**src/rtl/twl_pkg.sv**
```systemverilog
// Package for the two-wire DAC load sequencer: default sizes and width helpers.
package twl_pkg;

    localparam int DEF_WORD_BITS   = 12;
    localparam int DEF_SYNC_STAGES = 2;

    // Width of a counter that must hold every value from 0 up to n inclusive.
    function automatic int cnt_width(input int n);
        return (n < 2) ? 1 : $clog2(n + 1);
    endfunction

endpackage

```
**src/rtl/twl_sync.sv**
```systemverilog
// Multi-bit flop-chain synchroniser.
// Assumes: each bit is an independent slow level (a serial clock or data
// held across a whole serial pulse), so per-bit skew of one cycle is harmless.
module twl_sync #(
    parameter int STAGES = 2,
    parameter int W      = 1
) (
    input  logic         clk,
    input  logic         rst_n,
    input  logic [W-1:0] din,
    output logic [W-1:0] dout
);

    logic [W-1:0] stg [STAGES];

    // Purpose: shift the inputs through STAGES registers.
    always_ff @(posedge clk) begin
        if (!rst_n) begin
            for (int i = 0; i < STAGES; i++) stg[i] <= '0;
        end else begin
            stg[0] <= din;
            for (int i = 1; i < STAGES; i++) stg[i] <= stg[i-1];
        end
    end

    assign dout = stg[STAGES-1];

endmodule

```
**src/rtl/twl_fall_detect.sv**
```systemverilog
// Falling-edge detector on a synchronised level.
// Assumes: lvl is already in the clk domain.
module twl_fall_detect (
    input  logic clk,
    input  logic rst_n,
    input  logic lvl,
    output logic fall
);

    logic lvl_d;

    // Purpose: remember the level from the previous cycle.
    always_ff @(posedge clk) begin
        if (!rst_n) lvl_d <= 1'b0;
        else        lvl_d <= lvl;
    end

    assign fall = lvl_d & ~lvl;

endmodule

```
**src/rtl/twl_bit_counter.sv**
```systemverilog
// Shift-edge counter with a decoded load state and a synchronous reload.
// The count rises once per step until it reaches WORD_BITS. That value is the
// load state. The next step reloads zero instead of counting.
// Assumes: step is a single-cycle pulse; clr_n is synchronous to clk.
module twl_bit_counter #(
    parameter int WORD_BITS = 12,
    parameter int CW        = 4
) (
    input  logic          clk,
    input  logic          rst_n,
    input  logic          clr_n,
    input  logic          step,
    output logic [CW-1:0] count,
    output logic          full
);

    localparam logic [CW-1:0] LOAD_VAL = CW'(WORD_BITS);

    assign full = (count == LOAD_VAL);

    // Purpose: count shift edges and reload to zero on the step after full.
    always_ff @(posedge clk) begin
        if (!rst_n || !clr_n) begin
            count <= '0;
        end else if (step) begin
            if (full) count <= '0;
            else      count <= count + CW'(1);
        end
    end

endmodule

```
**src/rtl/twl_strobe_gen.sv**
```systemverilog
// Output stage: registers the gated shift clock, data, load strobe,
// completion pulse and DAC clear.
// Assumes: full comes from the bit counter in the same clock domain.
// The shift clock is forced high for the whole load state.
module twl_strobe_gen (
    input  logic clk,
    input  logic rst_n,
    input  logic clr_n,
    input  logic sclk_s,
    input  logic sdi_s,
    input  logic full,
    output logic dac_clk,
    output logic dac_sdi,
    output logic ld_n,
    output logic word_done,
    output logic clr_out_n
);

    // Purpose: gated, inverted shift clock and load strobe.
    always_ff @(posedge clk) begin
        if (!rst_n || !clr_n) begin
            dac_clk   <= 1'b1;
            ld_n      <= 1'b1;
            word_done <= 1'b0;
        end else begin
            dac_clk   <= ~sclk_s | full;
            ld_n      <= ~full;
            word_done <= full & ld_n;
        end
    end

    // Purpose: data path to the DAC, aligned with dac_clk.
    always_ff @(posedge clk) begin
        if (!rst_n) dac_sdi <= 1'b0;
        else        dac_sdi <= sdi_s;
    end

    // Purpose: forward the power-on clear; the DAC is held cleared during reset.
    always_ff @(posedge clk) begin
        if (!rst_n) clr_out_n <= 1'b0;
        else        clr_out_n <= clr_n;
    end

endmodule

```
**src/rtl/twowire_dac_loader.sv**
```systemverilog
// Two-wire to three-wire DAC load sequencer (top).
// Turns a serial clock and a data line into shift clock, data and load
// strobe for a serial-input DAC. Each word is WORD_BITS data pulses plus one
// extra pulse that is spent in the load state.
// Assumes: sclk_in/sdi_in are asynchronous and slow against clk (each level
// lasts at least two clk cycles); por_clr_n is synchronous to clk.
module twowire_dac_loader #(
    parameter int WORD_BITS   = twl_pkg::DEF_WORD_BITS,
    parameter int SYNC_STAGES = twl_pkg::DEF_SYNC_STAGES
) (
    input  logic clk,
    input  logic rst_n,
    input  logic por_clr_n,
    input  logic sclk_in,
    input  logic sdi_in,
    output logic dac_clk,
    output logic dac_sdi,
    output logic dac_ld_n,
    output logic dac_clr_n,
    output logic word_done
);

    localparam int CW = twl_pkg::cnt_width(WORD_BITS);

    logic [1:0]    sync_out;
    logic          sclk_s;
    logic          sdi_s;
    logic          sclk_fall;
    logic [CW-1:0] bit_count;
    logic          load_full;

    twl_sync #(.STAGES(SYNC_STAGES), .W(2)) u_sync (
        .clk  (clk),
        .rst_n(rst_n),
        .din  ({sclk_in, sdi_in}),
        .dout (sync_out)
    );

    assign sclk_s = sync_out[1];
    assign sdi_s  = sync_out[0];

    twl_fall_detect u_fall (
        .clk  (clk),
        .rst_n(rst_n),
        .lvl  (sclk_s),
        .fall (sclk_fall)
    );

    twl_bit_counter #(.WORD_BITS(WORD_BITS), .CW(CW)) u_cnt (
        .clk  (clk),
        .rst_n(rst_n),
        .clr_n(por_clr_n),
        .step (sclk_fall),
        .count(bit_count),
        .full (load_full)
    );

    twl_strobe_gen u_out (
        .clk      (clk),
        .rst_n    (rst_n),
        .clr_n    (por_clr_n),
        .sclk_s   (sclk_s),
        .sdi_s    (sdi_s),
        .full     (load_full),
        .dac_clk  (dac_clk),
        .dac_sdi  (dac_sdi),
        .ld_n     (dac_ld_n),
        .word_done(word_done),
        .clr_out_n(dac_clr_n)
    );

endmodule

```
**config.mk**
```make
export PLATFORM = sky130hd
export DESIGN_NAME = twowire_dac_loader
export DESIGN_NICKNAME = d
export VERILOG_FILES = /design/src/rtl/twl_pkg.sv /design/src/rtl/twl_sync.sv /design/src/rtl/twl_fall_detect.sv /design/src/rtl/twl_bit_counter.sv /design/src/rtl/twl_strobe_gen.sv /design/src/rtl/twowire_dac_loader.sv
export SDC_FILE = /design/constraint.sdc
export NUM_CORES = 1
export LEC_CHECK = 0
export BUFFER_PORTS_ARGS = -buffer_cell sky130_fd_sc_hd__buf_2
export CAP_MARGIN = 40
export CELL_PAD_IN_SITES_DETAIL_PLACEMENT = 0
export CELL_PAD_IN_SITES_GLOBAL_PLACEMENT = 1
export CORE_UTILIZATION = 37
export CTS_CLUSTER_SIZE = 20
export DETAILED_ROUTE_END_ITERATION = 6
export HOLD_SLACK_MARGIN = 0.03
export PLACE_DENSITY_LB_ADDON = 0.1
export SYNTH_ARGS = -nofsm -noshare
export SYNTH_HDL_FRONTEND = slang
export SYNTH_SLANG_ARGS = --single-unit
```
**constraint.sdc**
```tcl
create_clock -name clk -period 1.5 [get_ports clk]
set_input_delay 0.3 -clock clk [delete_from_list [all_inputs] [get_ports clk]]
set_output_delay 0.3 -clock clk [all_outputs]
set_load 0.02 [all_outputs]
```
==> out/qor.csv <==
metric;value;unit
result of the run;complete, no violations;
Routability Congestion;0.632;
post-route worst hold slack;0.224;ns
wire length after detailed routing;819;um
Tcrit/Tclk final;92.3;%
clock slew seen by the registers of the worst setup and hold paths;0.08;ns
number of buffers added on ports;9;
r2r startpoint;u_cnt.count[0];
switching part of the total power;20.3;%
Yosys top cell by area;sky130_fd_sc_hd__dfxtp_1;
die outline height;38.0;um
minimum period implied by the final worst setup slack;1.38;ns
cell count of the worst reg-to-reg path;5;
IR Drop Worst-Case VDD;0.624;mV
Register-to-Register Setup Slack;0.12;ns
summed negative setup slack over all endpoints;0;ns
TritonCTS Sinks;14;
netlist area before placement;480;um^2
net count after synthesis;51;
share of final-layout standard cells stronger than drive strength 1;33.3;%
CTS tree;yes;
max-cap check violation count;0;
end point of the critical path;u_cnt.count[3];
final hold viol count;0;
combinational cell fraction of total power;3.7;%
Min-Delay Path Depth;2;
unrepaired setup endpoints after global routing;no;
cell area power density;1150;mW/mm^2
internal power summed over all cells;0.538;mW
number of synthesis warnings;0;
core area;0.00116;mm^2
signed area change from the synthesized netlist to the final layout;22.4;%
routed length per placed instance;11.5;um
Initial Utilization;41.6;%
distinct cell type count of the synthesized netlist;18;
sw power;0.137;mW
number of cells produced by synthesis;44;
die outline area;0.00145;mm^2
critical path type;reg -> reg;
Slew @ Worst Pin;0.269;ns
arrival time of data at the critical path endpoint;1.58;ns
H-tree Lvls;1;
Antenna Cells;0;
Top-Level Pins;10;
final count of pins violating max slew;0;
number of global-route vias before repair;320;
CP Launch Point;u_cnt.count[0];
buffer depth of the longest clock path;2;
overall power after layout;0.676;mW
synth cell count leaders;sky130_fd_sc_hd__dfxtp_1 (14), sky130_fd_sc_hd__and2_1 (6), sky130_fd_sc_hd__nand2_1 (5), sky130_fd_sc_hd__inv_1 (3);
clock network latency to the later pin of the worst-skew pair;0.28;ns
DRT Pass-1 Iters;4;
maximum number of pins on one net before global-route repair;9;
required time worst endpoint;1.69;ns
number of antenna violations at the first check in global routing;0;
clock root buffer master;sky130_fd_sc_hd__clkbuf_4;
DIE WIDTH;38.0;um
area of placed instances;543;um^2
count of flip-flops with a built-in enable after synthesis;0;
share of async-settable or async-resettable flops after synthesis;0;%
via count;350;
most frequently used cell type in the post-synthesis netlist;sky130_fd_sc_hd__dfxtp_1;
Synth top area share;58.3;%
Max FO, Critical Path;6;
critical register-to-register path endpoint;u_cnt.count[3];
type of destination of the critical path;register;
overflow left after global routing;0;
dominant cells by area after synthesis;sky130_fd_sc_hd__dfxtp_1 (58%), sky130_fd_sc_hd__and2_1 (7.8%), sky130_fd_sc_hd__ha_1 (5.2%), sky130_fd_sc_hd__nand2_1 (3.9%), sky130_fd_sc_hd__and3_4 (2.3%);
power share of the clock group;39.7;%
main flop type after synthesis;sky130_fd_sc_hd__dfxtp_1;
leakage;0.265;nW
Startpoint Class;register;
peak clock frequency supported by timing;722;MHz
hold bufs inserted after CTS;0;
GR Util All Layers;14.1;%
# Post-CTS Setup Buffers;0;
part of the power in registers;56.7;%
total non-filler cell area in the finished layout;588;um^2
number of routed nets with antenna violations;0;
fraction of the yosys area taken by sequential cells;58.3;%
Setup-failing EPs final;0;
number of core rows;12;
syn avg cell area;10.9;um^2
tightest slew margin relative to the limit;81.8;%
CTS Buf Count;3;
violation count after the first detailed-route iteration;4;
first-pass GRT wire length;1320;um
worst clock skew;0.00485;ns
final net count;65;
classification of the worst-slack hold path;in -> reg;
Via-to-Cell Ratio;4.93;
number of remaining DRC errors;0;
post-synthesis sequential element count;14;
==> worst min path at each step <==
stage | start | end | slack, ns
after floorplan | u_sync.stg[0][3] | u_out.dac_clk | 0.40
after global placement | u_sync.stg[0][1] | u_sync.stg[0][3] | 0.42
after detailed placement | u_sync.stg[0][2] | u_out.dac_sdi | 0.42
after CTS | sclk_in | u_sync.stg[0][1] | 0.21
after global routing | sdi_in | u_sync.stg[0][0] | 0.22
final | sclk_in | u_sync.stg[0][1] | 0.22
==> per-stage QoR <==
stage / setup slack, ns / cells / util (%)
floorplan: 0.195 / 44 / -
global placement: 0.140 / 67 / 47.0
detailed placement: 0.0396 / 67 / 47.0
CTS: 0.0210 / 71 / 50.1
global route: 0.0167 / 71 / 50.9
finish: 0.116 / 71 / 50.9
==> area by class of cell <==
cell class              instances  area (um^2)
clock buffers                   4         36.3
fillers                       110          568
inverters                       3         11.3
multi-input cells              27          195
flip-flops and latches         14          283
well taps                      14         17.5
repair buffers                  9         45.0
==> state kept, by name, summed over array words and instances (netlist names) <==
name and cells:
u_out.dac_clk 1, u_cnt.count 4, u_fall.lvl_d 1, u_sync.stg 4, u_out.dac_sdi 1, u_out.ld_n 1
u_out.word_done 1, u_out.clr_out_n 1
==> layer usage <==
| layer | GRT usage [%] | up-vias | share of wire, % |
|---|---|---|---|
| li1 | - | 178 | - |
| met1 | 14.6 | 159 | 43 |
| met2 | 24.2 | 13 | 51 |
| met3 | 5.23 | 0 | 5.6 |
| met4 | 8.04 | 0 | 0 |
| met5 | 0 | - | 0 |
==> kinds of logic (layout without fill, tap and decap cells) <==
group | Yosys count | count (layout) | share of synthesized area [%]
and+or+nand+nor | 18 | 18 | 22.7
DFF | 14 | 14 | 58.3
AOI/OAI and AO/OA | 7 | 7 | 11.5
buffers and inverters | 3 | 16 | 2.34
adders and majority gates | 2 | 2 | 5.21
==> timing repair <==
action | 4_1_cts | 5_1_grt
resized for setup | 0 | 3
endpoints found under the hold margin | 0 | 0
endpoints found under the setup margin | 0 | 2
==> power groups by stage <==
stage | Sequential, mW | Clock, mW | Combinational (mW)
3_3_place_gp | 0.391 | 0 | 0.0237
6_report | 0.383 | 0.268 | 0.0247
2_1_floorplan | 0.394 | 0 | 0.0105
4_1_cts | 0.383 | 0.276 | 0.0248
3_5_place_dp | 0.392 | 0 | 0.0248
5_1_grt | 0.384 | 0.286 | 0.0282
==> cell usage in the layout (no fill, tap or decap), types with 2 or more instances in the layout <==
cell type / n
sky130_fd_sc_hd__inv_1: 3
sky130_fd_sc_hd__a21oi_1: 2
sky130_fd_sc_hd__dfxtp_1: 12
sky130_fd_sc_hd__clkbuf_4: 3
sky130_fd_sc_hd__ha_1: 2
sky130_fd_sc_hd__nand2_1: 5
sky130_fd_sc_hd__dfxtp_2: 2
sky130_fd_sc_hd__buf_2: 9
sky130_fd_sc_hd__and2_1: 6
==> critical path, cell delays in order, from the launching register on <==
cell	delay, ns
sky130_fd_sc_hd__dfxtp_2	0.38
sky130_fd_sc_hd__inv_1	0.05
sky130_fd_sc_hd__ha_1	0.19
sky130_fd_sc_hd__and3_4	0.20
sky130_fd_sc_hd__a31o_1	0.20
sky130_fd_sc_hd__a311oi_2	0.28
(Power assumes the default switching activity.)
